**src/rtl/crcscan_pkg.sv**
```systemverilog
package crcscan_pkg;

  localparam logic [31:0] CRC_POLY_REFL = 32'hEDB88320;
  localparam int          SEL_W         = 3;

  localparam logic [SEL_W-1:0] SEL_GO    = 3'd0;
  localparam logic [SEL_W-1:0] SEL_STAT  = 3'd1;
  localparam logic [SEL_W-1:0] SEL_START = 3'd2;
  localparam logic [SEL_W-1:0] SEL_COUNT = 3'd3;
  localparam logic [SEL_W-1:0] SEL_REM   = 3'd4;

  localparam int FLG_DONE = 0;
  localparam int FLG_FAIL = 1;
  localparam int FLG_BERR = 2;
  localparam int FLG_BUSY = 3;

  typedef enum logic [1:0] {
    SQ_IDLE = 2'd0,
    SQ_REQ  = 2'd1,
    SQ_WAIT = 2'd2
  } seq_state_e;

endpackage

```
**src/rtl/crcscan_rst_sync.sv**
```systemverilog
module crcscan_rst_sync (
  input  logic clk,
  input  logic rst_n_in,
  output logic rst_n_out
);

  logic [1:0] sync_q;

  always_ff @(posedge clk or negedge rst_n_in) begin
    if (!rst_n_in) sync_q <= 2'b00;
    else           sync_q <= {sync_q[0], 1'b1};
  end

  assign rst_n_out = sync_q[1];

endmodule

```
**src/rtl/crcscan_fold.sv**
```systemverilog
module crcscan_fold #(
  parameter int DW = 32
) (
  input  logic [31:0]   crc_in,
  input  logic [DW-1:0] word_in,
  output logic [31:0]   crc_out
);
  import crcscan_pkg::*;

  logic [DW:0][31:0] chain;

  assign chain[0] = crc_in;

  for (genvar b = 0; b < DW; b++) begin : g_bit
    logic fb;
    assign fb           = chain[b][0] ^ word_in[b];
    assign chain[b+1]   = {1'b0, chain[b][31:1]} ^ (CRC_POLY_REFL & {32{fb}});
  end

  assign crc_out = chain[DW];

endmodule

```
**src/rtl/crcscan_regs.sv**
```systemverilog
module crcscan_regs #(
  parameter int ADDR_W = 30,
  parameter int LEN_W  = 30
) (
  input  logic              clk,
  input  logic              rst_n,
  input  logic              reg_wen,
  input  logic [2:0]        reg_sel,
  input  logic [31:0]       reg_wdata,
  output logic [31:0]       reg_rdata,
  input  logic              busy,
  input  logic              fold_en,
  input  logic [31:0]       fold_crc,
  input  logic              set_done,
  input  logic              set_fail,
  input  logic              set_berr,
  output logic              start_go,
  output logic [ADDR_W-1:0] start_word_addr,
  output logic [LEN_W-1:0]  start_words,
  output logic              start_misaligned,
  output logic [31:0]       crc_cur
);
  import crcscan_pkg::*;

  logic [31:0] start_q, count_q, rem_q;
  logic        done_q, fail_q, berr_q;

  logic        wr_ok;
  logic        start_en, count_en, rem_en, flag_en;
  logic [31:0] rem_d;
  logic [2:0]  clr;
  logic        done_d, fail_d, berr_d;

  always_comb begin
    wr_ok    = reg_wen && !busy;
    start_en = wr_ok && (reg_sel == SEL_START);
    count_en = wr_ok && (reg_sel == SEL_COUNT);
    rem_en   = fold_en || (wr_ok && (reg_sel == SEL_REM));
    rem_d    = fold_en ? fold_crc : reg_wdata;
    start_go = wr_ok && (reg_sel == SEL_GO) && reg_wdata[0];
    clr      = (reg_wen && (reg_sel == SEL_STAT)) ? reg_wdata[2:0] : 3'b000;
    done_d   = set_done || (done_q && !clr[FLG_DONE]);
    fail_d   = set_fail || (fail_q && !clr[FLG_FAIL]);
    berr_d   = set_berr || (berr_q && !clr[FLG_BERR]);
    flag_en  = set_done || set_fail || set_berr || (|clr);
  end

  always_ff @(posedge clk or negedge rst_n) begin
    if (!rst_n) begin
      start_q <= '0;
      count_q <= '0;
      rem_q   <= '0;
      done_q  <= 1'b0;
      fail_q  <= 1'b0;
      berr_q  <= 1'b0;
    end else begin
      if (start_en) start_q <= reg_wdata;
      if (count_en) count_q <= reg_wdata;
      if (rem_en)   rem_q   <= rem_d;
      if (flag_en) begin
        done_q <= done_d;
        fail_q <= fail_d;
        berr_q <= berr_d;
      end
    end
  end

  always_comb begin
    reg_rdata = '0;
    case (reg_sel)
      SEL_STAT:  reg_rdata = {28'd0, busy, berr_q, fail_q, done_q};
      SEL_START: reg_rdata = start_q;
      SEL_COUNT: reg_rdata = count_q;
      SEL_REM:   reg_rdata = rem_q;
      default:   reg_rdata = '0;
    endcase
  end

  assign start_word_addr  = start_q[ADDR_W+1:2];
  assign start_words      = count_q[LEN_W+1:2];
  assign start_misaligned = (|start_q[1:0]) || (|count_q[1:0]);
  assign crc_cur          = rem_q;

  // with the engine busy and no fold, the remainder cannot move
  p_rem_frozen_r9: assert property (@(posedge clk) disable iff (!rst_n)
    (busy && !fold_en) |=> $stable(rem_q));

  // programming registers hold while busy
  p_cfg_frozen_r9: assert property (@(posedge clk) disable iff (!rst_n)
    busy |=> ($stable(start_q) && $stable(count_q)));

  // a flag raised by the sequencer is visible the next cycle
  p_flag_sticks_r5: assert property (@(posedge clk) disable iff (!rst_n)
    (set_fail || set_berr) |=> (fail_q || !$past(set_fail)) && (berr_q || !$past(set_berr)));

  // done flag follows a completion pulse
  p_done_seen_r11: assert property (@(posedge clk) disable iff (!rst_n)
    set_done |=> done_q);

endmodule

```
**src/rtl/crcscan_seq.sv**
```systemverilog
module crcscan_seq #(
  parameter int ADDR_W = 30,
  parameter int LEN_W  = 30
) (
  input  logic              clk,
  input  logic              rst_n,
  input  logic              start_go,
  input  logic [ADDR_W-1:0] start_word_addr,
  input  logic [LEN_W-1:0]  start_words,
  input  logic              start_misaligned,
  output logic              busy,
  output logic              mem_req_valid,
  input  logic              mem_req_ready,
  output logic [ADDR_W-1:0] mem_req_addr,
  input  logic              mem_rsp_valid,
  input  logic              mem_rsp_err,
  output logic              fold_en,
  output logic              set_done,
  output logic              set_fail,
  output logic              set_berr
);
  import crcscan_pkg::*;

  seq_state_e        state_q, state_d;
  logic [ADDR_W-1:0] cur_addr_q, cur_addr_d;
  logic [LEN_W-1:0]  remain_q, remain_d;
  logic              load, step, cnt_en;

  always_comb begin
    state_d  = state_q;
    load     = 1'b0;
    step     = 1'b0;
    fold_en  = 1'b0;
    set_done = 1'b0;
    set_fail = 1'b0;
    set_berr = 1'b0;
    case (state_q)
      SQ_IDLE: begin
        if (start_go) begin
          if (start_misaligned) begin
            set_fail = 1'b1;
            set_berr = 1'b1;
          end else if (start_words == '0) begin
            set_done = 1'b1;
          end else begin
            load    = 1'b1;
            state_d = SQ_REQ;
          end
        end
      end
      SQ_REQ: begin
        if (mem_req_ready) state_d = SQ_WAIT;
      end
      SQ_WAIT: begin
        if (mem_rsp_valid) begin
          if (mem_rsp_err) begin
            set_fail = 1'b1;
            set_berr = 1'b1;
            state_d  = SQ_IDLE;
          end else begin
            fold_en = 1'b1;
            step    = 1'b1;
            if (remain_q == LEN_W'(1)) begin
              set_done = 1'b1;
              state_d  = SQ_IDLE;
            end else begin
              state_d = SQ_REQ;
            end
          end
        end
      end
      default: state_d = SQ_IDLE;
    endcase
  end

  always_comb begin
    cnt_en     = load || step;
    cur_addr_d = load ? start_word_addr : cur_addr_q + ADDR_W'(1);
    remain_d   = load ? start_words     : remain_q - LEN_W'(1);
  end

  always_ff @(posedge clk or negedge rst_n) begin
    if (!rst_n) begin
      state_q    <= SQ_IDLE;
      cur_addr_q <= '0;
      remain_q   <= '0;
    end else begin
      state_q <= state_d;
      if (cnt_en) begin
        cur_addr_q <= cur_addr_d;
        remain_q   <= remain_d;
      end
    end
  end

  assign busy          = (state_q != SQ_IDLE);
  assign mem_req_valid = (state_q == SQ_REQ);
  assign mem_req_addr  = cur_addr_q;

  // request held with a stable address until accepted
  p_req_hold_r10: assert property (@(posedge clk) disable iff (!rst_n)
    (mem_req_valid && !mem_req_ready) |=> (mem_req_valid && $stable(mem_req_addr)));

  // no new request while a response is still owed
  p_one_outstanding_r10: assert property (@(posedge clk) disable iff (!rst_n)
    (mem_req_valid && mem_req_ready) |=> !mem_req_valid);

  // an error response returns the engine to idle at once
  p_err_stops_r7: assert property (@(posedge clk) disable iff (!rst_n)
    (state_q == SQ_WAIT && mem_rsp_valid && mem_rsp_err) |=> (!busy && !mem_req_valid));

  // consecutive requests step the word index by one
  p_addr_step_r2: assert property (@(posedge clk) disable iff (!rst_n)
    (fold_en && !set_done) |=> (mem_req_addr == $past(mem_req_addr) + ADDR_W'(1)));

  // completion and failure never reported together
  p_flags_excl_r11: assert property (@(posedge clk) disable iff (!rst_n)
    !(set_done && set_fail));

endmodule

```
**src/rtl/crcscan_top.sv**
```systemverilog
module crcscan_top #(
  parameter int ADDR_W = 30,
  parameter int LEN_W  = 30
) (
  input  logic              clk,
  input  logic              rst_n,
  input  logic              reg_wen,
  input  logic [2:0]        reg_sel,
  input  logic [31:0]       reg_wdata,
  output logic [31:0]       reg_rdata,
  output logic              mem_req_valid,
  input  logic              mem_req_ready,
  output logic [ADDR_W-1:0] mem_req_addr,
  input  logic              mem_rsp_valid,
  input  logic [31:0]       mem_rsp_data,
  input  logic              mem_rsp_err
);

  logic              rst_n_s;
  logic              busy, fold_en;
  logic              set_done, set_fail, set_berr;
  logic              start_go, start_misaligned;
  logic [ADDR_W-1:0] start_word_addr;
  logic [LEN_W-1:0]  start_words;
  logic [31:0]       crc_cur, fold_crc;

  crcscan_rst_sync u_rst (
    .clk       (clk),
    .rst_n_in  (rst_n),
    .rst_n_out (rst_n_s)
  );

  crcscan_regs #(.ADDR_W(ADDR_W), .LEN_W(LEN_W)) u_regs (
    .clk              (clk),
    .rst_n            (rst_n_s),
    .reg_wen          (reg_wen),
    .reg_sel          (reg_sel),
    .reg_wdata        (reg_wdata),
    .reg_rdata        (reg_rdata),
    .busy             (busy),
    .fold_en          (fold_en),
    .fold_crc         (fold_crc),
    .set_done         (set_done),
    .set_fail         (set_fail),
    .set_berr         (set_berr),
    .start_go         (start_go),
    .start_word_addr  (start_word_addr),
    .start_words      (start_words),
    .start_misaligned (start_misaligned),
    .crc_cur          (crc_cur)
  );

  crcscan_seq #(.ADDR_W(ADDR_W), .LEN_W(LEN_W)) u_seq (
    .clk              (clk),
    .rst_n            (rst_n_s),
    .start_go         (start_go),
    .start_word_addr  (start_word_addr),
    .start_words      (start_words),
    .start_misaligned (start_misaligned),
    .busy             (busy),
    .mem_req_valid    (mem_req_valid),
    .mem_req_ready    (mem_req_ready),
    .mem_req_addr     (mem_req_addr),
    .mem_rsp_valid    (mem_rsp_valid),
    .mem_rsp_err      (mem_rsp_err),
    .fold_en          (fold_en),
    .set_done         (set_done),
    .set_fail         (set_fail),
    .set_berr         (set_berr)
  );

  crcscan_fold #(.DW(32)) u_fold (
    .crc_in  (crc_cur),
    .word_in (mem_rsp_data),
    .crc_out (fold_crc)
  );

endmodule

```
**config.mk**
```make
export PLATFORM = sky130hd
export DESIGN_NAME = crcscan_top
export DESIGN_NICKNAME = d
export VERILOG_FILES = /design/src/rtl/crcscan_pkg.sv /design/src/rtl/crcscan_rst_sync.sv /design/src/rtl/crcscan_fold.sv /design/src/rtl/crcscan_regs.sv /design/src/rtl/crcscan_seq.sv /design/src/rtl/crcscan_top.sv
export SDC_FILE = /design/constraint.sdc
export NUM_CORES = 1
export LEC_CHECK = 0
export BUFFER_PORTS_ARGS = -buffer_cell sky130_fd_sc_hd__buf_2
export CORE_UTILIZATION = 36
export DETAILED_ROUTE_END_ITERATION = 12
export PLACE_DENSITY = 0.61
export RECOVER_POWER = 50
export SKIP_LAST_GASP = 1
export SYNTH_ARGS = -nofsm -noshare
export SYNTH_HDL_FRONTEND = slang
export SYNTH_SLANG_ARGS = --single-unit
```
**constraint.sdc**
```tcl
create_clock -name clk -period 4.9 [get_ports clk]
set_input_delay 0.49 -clock clk [delete_from_list [all_inputs] [get_ports clk]]
set_output_delay 0.49 -clock clk [all_outputs]
set_load 0.03 [all_outputs]
```
==> metrics.yaml, run 1 <==
status: "finished, violations left"
violations: "design-rule violations, max-capacitance violations, max-slew violations"
rsz0062_at_grt: "false"
htreeDepth: 4
cts_root_buf: "clkbuf_16"
crit_required_ns: 5.22
dieArea_mm2: 0.0324
clock_latency_ns: 0.44
maxSlewHeadroom: -1.15
vias_per_cell: 5.44
drv_cap: 1
setup_viol: 0
setup_ws_ns: 0.759
synth_area_mm2: 0.0114
yosysTopAreaCell: "dfrtp_1"
rr_endpoint: "u_regs.crc_cur[23]$_DFFE_PN0P_"
start_util: 0.369
reg2reg_from: "u_regs.crc_cur[0]$_DFFE_PN0P_"
drc_errors: 7
firstDrtPassIters: 9
grt_pass1_vias: 8898
overflow: 0
gp_congestion: 0.929
crit_arrival_ns: 4.46
ys_seq_elements: 163
synth_fp_nets: 1174
placedInstanceArea_mm2: 0.0125
routed_wl_mm: 36.3
num_antenna_cells: 0
synth_top_family_by_area: "XOR/XNOR gates"
vias: 8862
cp-endpoint: "u_regs.crc_cur[23]$_DFFE_PN0P_"
synthArstFlopShare: 1.00
cts_tree: "built"
pre_cts_slack_ns: 0.664
cts_setup_buffers: 0
track_usage: 0.226
hold_class: "input port to flip-flop"
die_y_um: 180
synth_edf_count: 0
synthMuxAreaShare: 0.0924
drt_iter0_markers: 714
synth_xor_xnor_area_share: 0.302
synth_top_area_share: 0.358
fp-row-count: 64
rrSetupSlack_ns: 0.76
drv_slew: 75
cts_buffers: 17
crit_fanout: 7
ys.flop_type: "dfrtp_1"
cp-end-kind: "flip-flop"
nNetsFinal: 1297
fin_skew_ns: 0.0140
io_buffers: 135
netlist_top_cells_count: "166 x xnor2_1, 163 x dfrtp_1, 138 x nand2_1, 90 x o21ai_0, 65 x mux2_2"
synth_area_leaders: "dfrtp_1 36%, xnor2_1 13%, mux2_2 6.4%"
fmax_mhz: 241
clockBufferDepth: 2
final.setup.tns_ns: 0
fp.coreArea_mm2: 0.0308
drt-wirelength-per-cell_um: 22.2
period_needed_ns: 4.14
synthSimpleGateAreaFrac: 0.119
synth_fa_ha_area_frac: 0.00330
grt_pass1_wl_mm: 55.1
ios: 136
drt.antenna.violating_nets: 0
critical_path_class: "flip-flop to flip-flop"
hold_depth: 2
fin_area_mm2: 0.0131
grt_max_degree: 88
cts.sinks: 163
die_w_um: 180
dpl.hpwl_mm: 28.6
yosysWarnings: 0
start_kind: "flip-flop"
r2r_cells: 9
post-synth-top-count-cell: "xnor2_1"
path_clk_slew_ns: 0.07
syn_inst: 1098
drive_gt1_frac: 0.213
synth_compound_area_frac: 0.104
avgSynthCellArea_um2: 10.4
finalHoldViolations: 0
seq_area_frac_synth: 0.358
post-route-period-util: 0.845
antenna_found_initial: 0
crit_start: "u_regs.crc_cur[0]$_DFFE_PN0P_"
tightest_slew_ns: 3.23
syn_to_final_growth_pct: 15.2
synthDistinctLibCells: 53
layout by cell type (no fill, tap or decap), types with 17 or more instances in the layout:
cell type / n
mux2i_1: 32
a21oi_1: 27
dfrtp_1: 163
xnor3_1: 31
buf_2: 104
mux2_2: 65
o21ai_0: 90
clkbuf_16: 17
xor2_1: 49
clkbuf_1: 31
nand3_1: 20
xnor2_1: 166
nor4_1: 17
and3_1: 18
nor2_1: 42
nand2_1: 138
metrics by stage:
stage,util,cells,hold slack (ns)
after floorplan,-,1098,0.194
after global placement,0.407,1597,0.277
after detailed placement,0.407,1597,0.278
after CTS,0.427,1630,0.293
after global routing,0.426,1630,0.305
final,0.426,1630,0.299
metal layers:
| layer | GRT usage | wire [um] | up-vias |
|---|---|---|---|
| li1 | - | - | 4109 |
| met1 | 0.297 | 16000 | 4413 |
| met2 | 0.373 | 17500 | 278 |
| met3 | 0.0399 | 1710 | 62 |
| met4 | 0.0817 | 1120 | 0 |
| met5 | 0 | 0 | - |
cell type report:
| type | instances | area [um2] |
|---|---|---|
| well taps | 396 | 495 |
| clock buffers | 17 | 425 |
| fillers | 2967 | 17700 |
| inverters | 14 | 52.6 |
| multi-input cells | 872 | 7100 |
| flip-flops and latches | 163 | 4080 |
| repair buffers | 153 | 787 |
| clock inverters | 15 | 180 |
critical path: stages (launching register included):
cell and delay [ns]:
dfrtp_1 0.45, xnor2_2 0.38, xnor3_2 0.55, xnor3_1 0.44
xor2_2 0.28, xnor3_2 0.48, xnor3_4 0.58, xnor2_4 0.26
xnor3_1 0.42, a21o_1 0.18
timing repair:
item                                   4_1_cts  5_1_grt
endpoints found under the hold margin        2        0
resized for setup                            0        0
hold buffers                                 1        0
worst min path at each step:
| stage | startpoint | to | slack, ns |
|---|---|---|---|
| 3_3_place_gp | rst_n | u_rst.sync_q[0]$_DFF_PN0_ | 0.28 |
| 5_1_grt | mem_req_ready | u_seq.state_q[1]$_DFFE_PN0P_ | 0.31 |
| 2_1_floorplan | rst_n | u_rst.sync_q[0]$_DFF_PN0_ | 0.19 |
| 3_5_place_dp | rst_n | u_rst.sync_q[0]$_DFF_PN0_ | 0.28 |
| 6_report | mem_req_ready | u_seq.state_q[1]$_DFFE_PN0P_ | 0.30 |
| 4_1_cts | mem_req_ready | u_seq.state_q[1]$_DFFE_PN0P_ | 0.29 |
logic make-up (layout without fill, tap and decap cells):
group,Yosys count,in the layout
AOI/OAI and AO/OA,194,194
xor gates and xnor gates,287,287
adders and majority gates,3,3
buffers and inverters,63,199
DFF,163,163
muxes,97,97
other,1,1
and+or+nand+nor,290,290
registers in the layout, indices dropped and copies added, names as in the netlist:
register            cells
u_rst.sync_q            2
u_regs.done_q           1
u_regs.count_q         32
u_seq.mem_req_addr     30
u_seq.remain_q         30
u_regs.crc_cur         32
u_regs.start_q         32
u_seq.state_q           2
u_regs.fail_q           1
u_regs.berr_q           1
Power of run 1 is not shown: default switching activity piles up to over one toggle a cycle in this logic, so the estimate is an artifact.
==> run 2: changes to the inputs <==
--- a/config.mk
+++ b/config.mk
@@ -8,7 +8,7 @@
 export BUFFER_PORTS_ARGS = -buffer_cell sky130_fd_sc_hd__buf_2
 export CORE_UTILIZATION = 36
 export DETAILED_ROUTE_END_ITERATION = 12
-export PLACE_DENSITY = 0.61
+export PLACE_DENSITY = 0.59
 export RECOVER_POWER = 50
 export SKIP_LAST_GASP = 1
 export SYNTH_ARGS = -nofsm -noshare
==> constraint.sdc (replaced) <==
create_clock -name clk -period 3.98 [get_ports clk]
set_input_delay 0.398 -clock clk [delete_from_list [all_inputs] [get_ports clk]]
set_output_delay 0.398 -clock clk [all_outputs]
set_load 0.03 [all_outputs]
==> run 2 against run 1 <==
  * The run still ends with design-rule violations, max-capacitance violations, max-slew violations left
  * Clock skew about the same
  * Core utilization increased by 0.94 points
  * Setup slack worse by 0.50 ns
  * Wire length rose by 0.68%
  * Flip-flop and latch count stayed put
  * Maximum frequency grew 11%
  * Critical path depth unchanged
  * Via count grew 1.1%
  * Critical path type unchanged
==> metrics.yaml, run 2 (synthesis results as in run 1) <==
cts_root_buf: "clkbuf_16"
maxSlewHeadroom: -0.679
fmax_mhz: 269
rrSetupSlack_ns: 0.26
grt_pass1_vias: 8970
vias_per_cell: 5.37
dieArea_mm2: 0.0324
grt-busiest-layer: "met2"
crit_fanout: 5
num_antenna_cells: 0
vias: 8957
hold_class: "input port to flip-flop"
drt-wirelength-per-cell_um: 21.9
crit_chain: "xnor2_2 -> xnor2_1 -> xnor3_2 -> xnor3_1 -> xnor2_2 -> xor2_1 -> xnor2_1 -> xnor3_1 -> a21o_1"
overflow: 0
crit_arrival_ns: 4.05
grt_use_met3: 0.0407
cts_tree: "built"
critPathBufInv: 0
worst-path-stages: 9
setup_viol: 0
final_common_cell: "xnor2_1"
die_w_um: 180
grt_pass1_wl_mm: 56.1
drv_slew: 60
drt_iter0_markers: 727
track_usage: 0.230
die_y_um: 180
clock_latency_ns: 0.43
r2r_cells: 9
dpl.hpwl_mm: 28.9
htreeDepth: 4
crit_family: "XOR/XNOR gates"
fp-row-count: 64
routed_wl_mm: 36.5
cpPeakStageDelay_ns: 0.59
critical_path_class: "flip-flop to flip-flop"
final_cell_mix: "166 x xnor2_1, 163 x dfrtp_1, 138 x nand2_1"
ios: 136
cts_setup_buffers: 0
violations: "design-rule violations, max-capacitance violations, max-slew violations"
fp.coreArea_mm2: 0.0308
drive_gt1_frac: 0.237
cp-endpoint: "u_regs.crc_cur[23]$_DFFE_PN0P_"
clockBufferDepth: 2
start_util: 0.369
finalHoldViolations: 0
crit_start: "u_regs.crc_cur[8]$_DFFE_PN0P_"
period_needed_ns: 3.72
grt_max_degree: 103
start_kind: "flip-flop"
gp_congestion: 0.941
drc_errors: 6
use_met1: 0.309
slowest_stage: "xnor3_2"
status: "finished, violations left"
drt.antenna.violating_nets: 0
io_buffers: 135
cts.sinks: 163
use_met2: 0.381
fin_hold_ws_ns: 0.220
path_clk_slew_ns: 0.07
final.setup.tns_ns: 0
crit_required_ns: 4.31
firstDrtPassIters: 10
nNetsFinal: 1336
tightest_slew_ns: 2.52
rr_endpoint: "u_regs.crc_cur[23]$_DFFE_PN0P_"
post-route-period-util: 0.935
cp-end-kind: "flip-flop"
antenna_found_initial: 0
reg2reg_from: "u_regs.crc_cur[8]$_DFFE_PN0P_"
rsz0062_at_grt: "false"
syn_to_final_growth_pct: 17.7
fin_skew_ns: 0.0135
cts_buffers: 17
drv_cap: 1
==> run 2: changes by cell type in the layout (fill, tap and decap cells not counted) <==
cell	before	now
xnor2_2	16	15
buf_4	16	54
clkinv_8	2	1
xnor2_4	5	6
buf_12	1	2
inv_8	5	6
and2_1	3	2
bufinv_16	1	0
clkinvlp_4	0	1
and2_0	0	1
==> run 2: worst min-delay path by stage <==
stage          depth (start not counted)  slack, ns                            to     startpoint
5_1_grt                                2       0.22  u_seq.state_q[1]$_DFFE_PN0P_  mem_req_ready
2_1_floorplan                          0       0.10     u_rst.sync_q[0]$_DFF_PN0_          rst_n
3_5_place_dp                           1       0.18     u_rst.sync_q[0]$_DFF_PN0_          rst_n
6_report                               2       0.22  u_seq.state_q[1]$_DFFE_PN0P_  mem_req_ready
4_1_cts                                2       0.21  u_seq.state_q[1]$_DFFE_PN0P_  mem_req_ready
3_3_place_gp                           1       0.18     u_rst.sync_q[0]$_DFF_PN0_          rst_n
==> run 2: routing by layer <==
layer  up-vias  routed length, um
li1       4189                  -
met1      4462              16400
met2       271              17600
met3        35               1840
met4         0                653
met5         -                  0
==> run 2: timing repair <==
action | 4_1_cts | 5_1_grt
endpoints found under the hold margin | 2 | 0
hold buffers | 1 | 0
resized for setup | 0 | 1
endpoints found under the setup margin | 0 | 1
==> run 2: cell type report <==
cell class / count / area (um2)
Fill cell: 3022 / 17400
Multi-Input combinational cell: 872 / 7110
Sequential cell: 163 / 4080
Timing Repair Buffer: 192 / 1090
Tap cell: 396 / 495
Clock buffer: 17 / 425
Clock inverter: 15 / 153
Inverter: 14 / 52.6
==> run 2: metrics by stage <==
stage	instances	worst slack, ns	cell area (um2)	utilization
6_report	1669	0.260	13400	0.435
3_5_place_dp	1636	0.168	12900	0.417
4_1_cts	1669	0.201	13400	0.436
2_1_floorplan	1098	0.171	11400	-
3_3_place_gp	1636	0.248	12900	0.417
5_1_grt	1669	0.0584	13400	0.435
Power of run 2 is left out for the same reason.
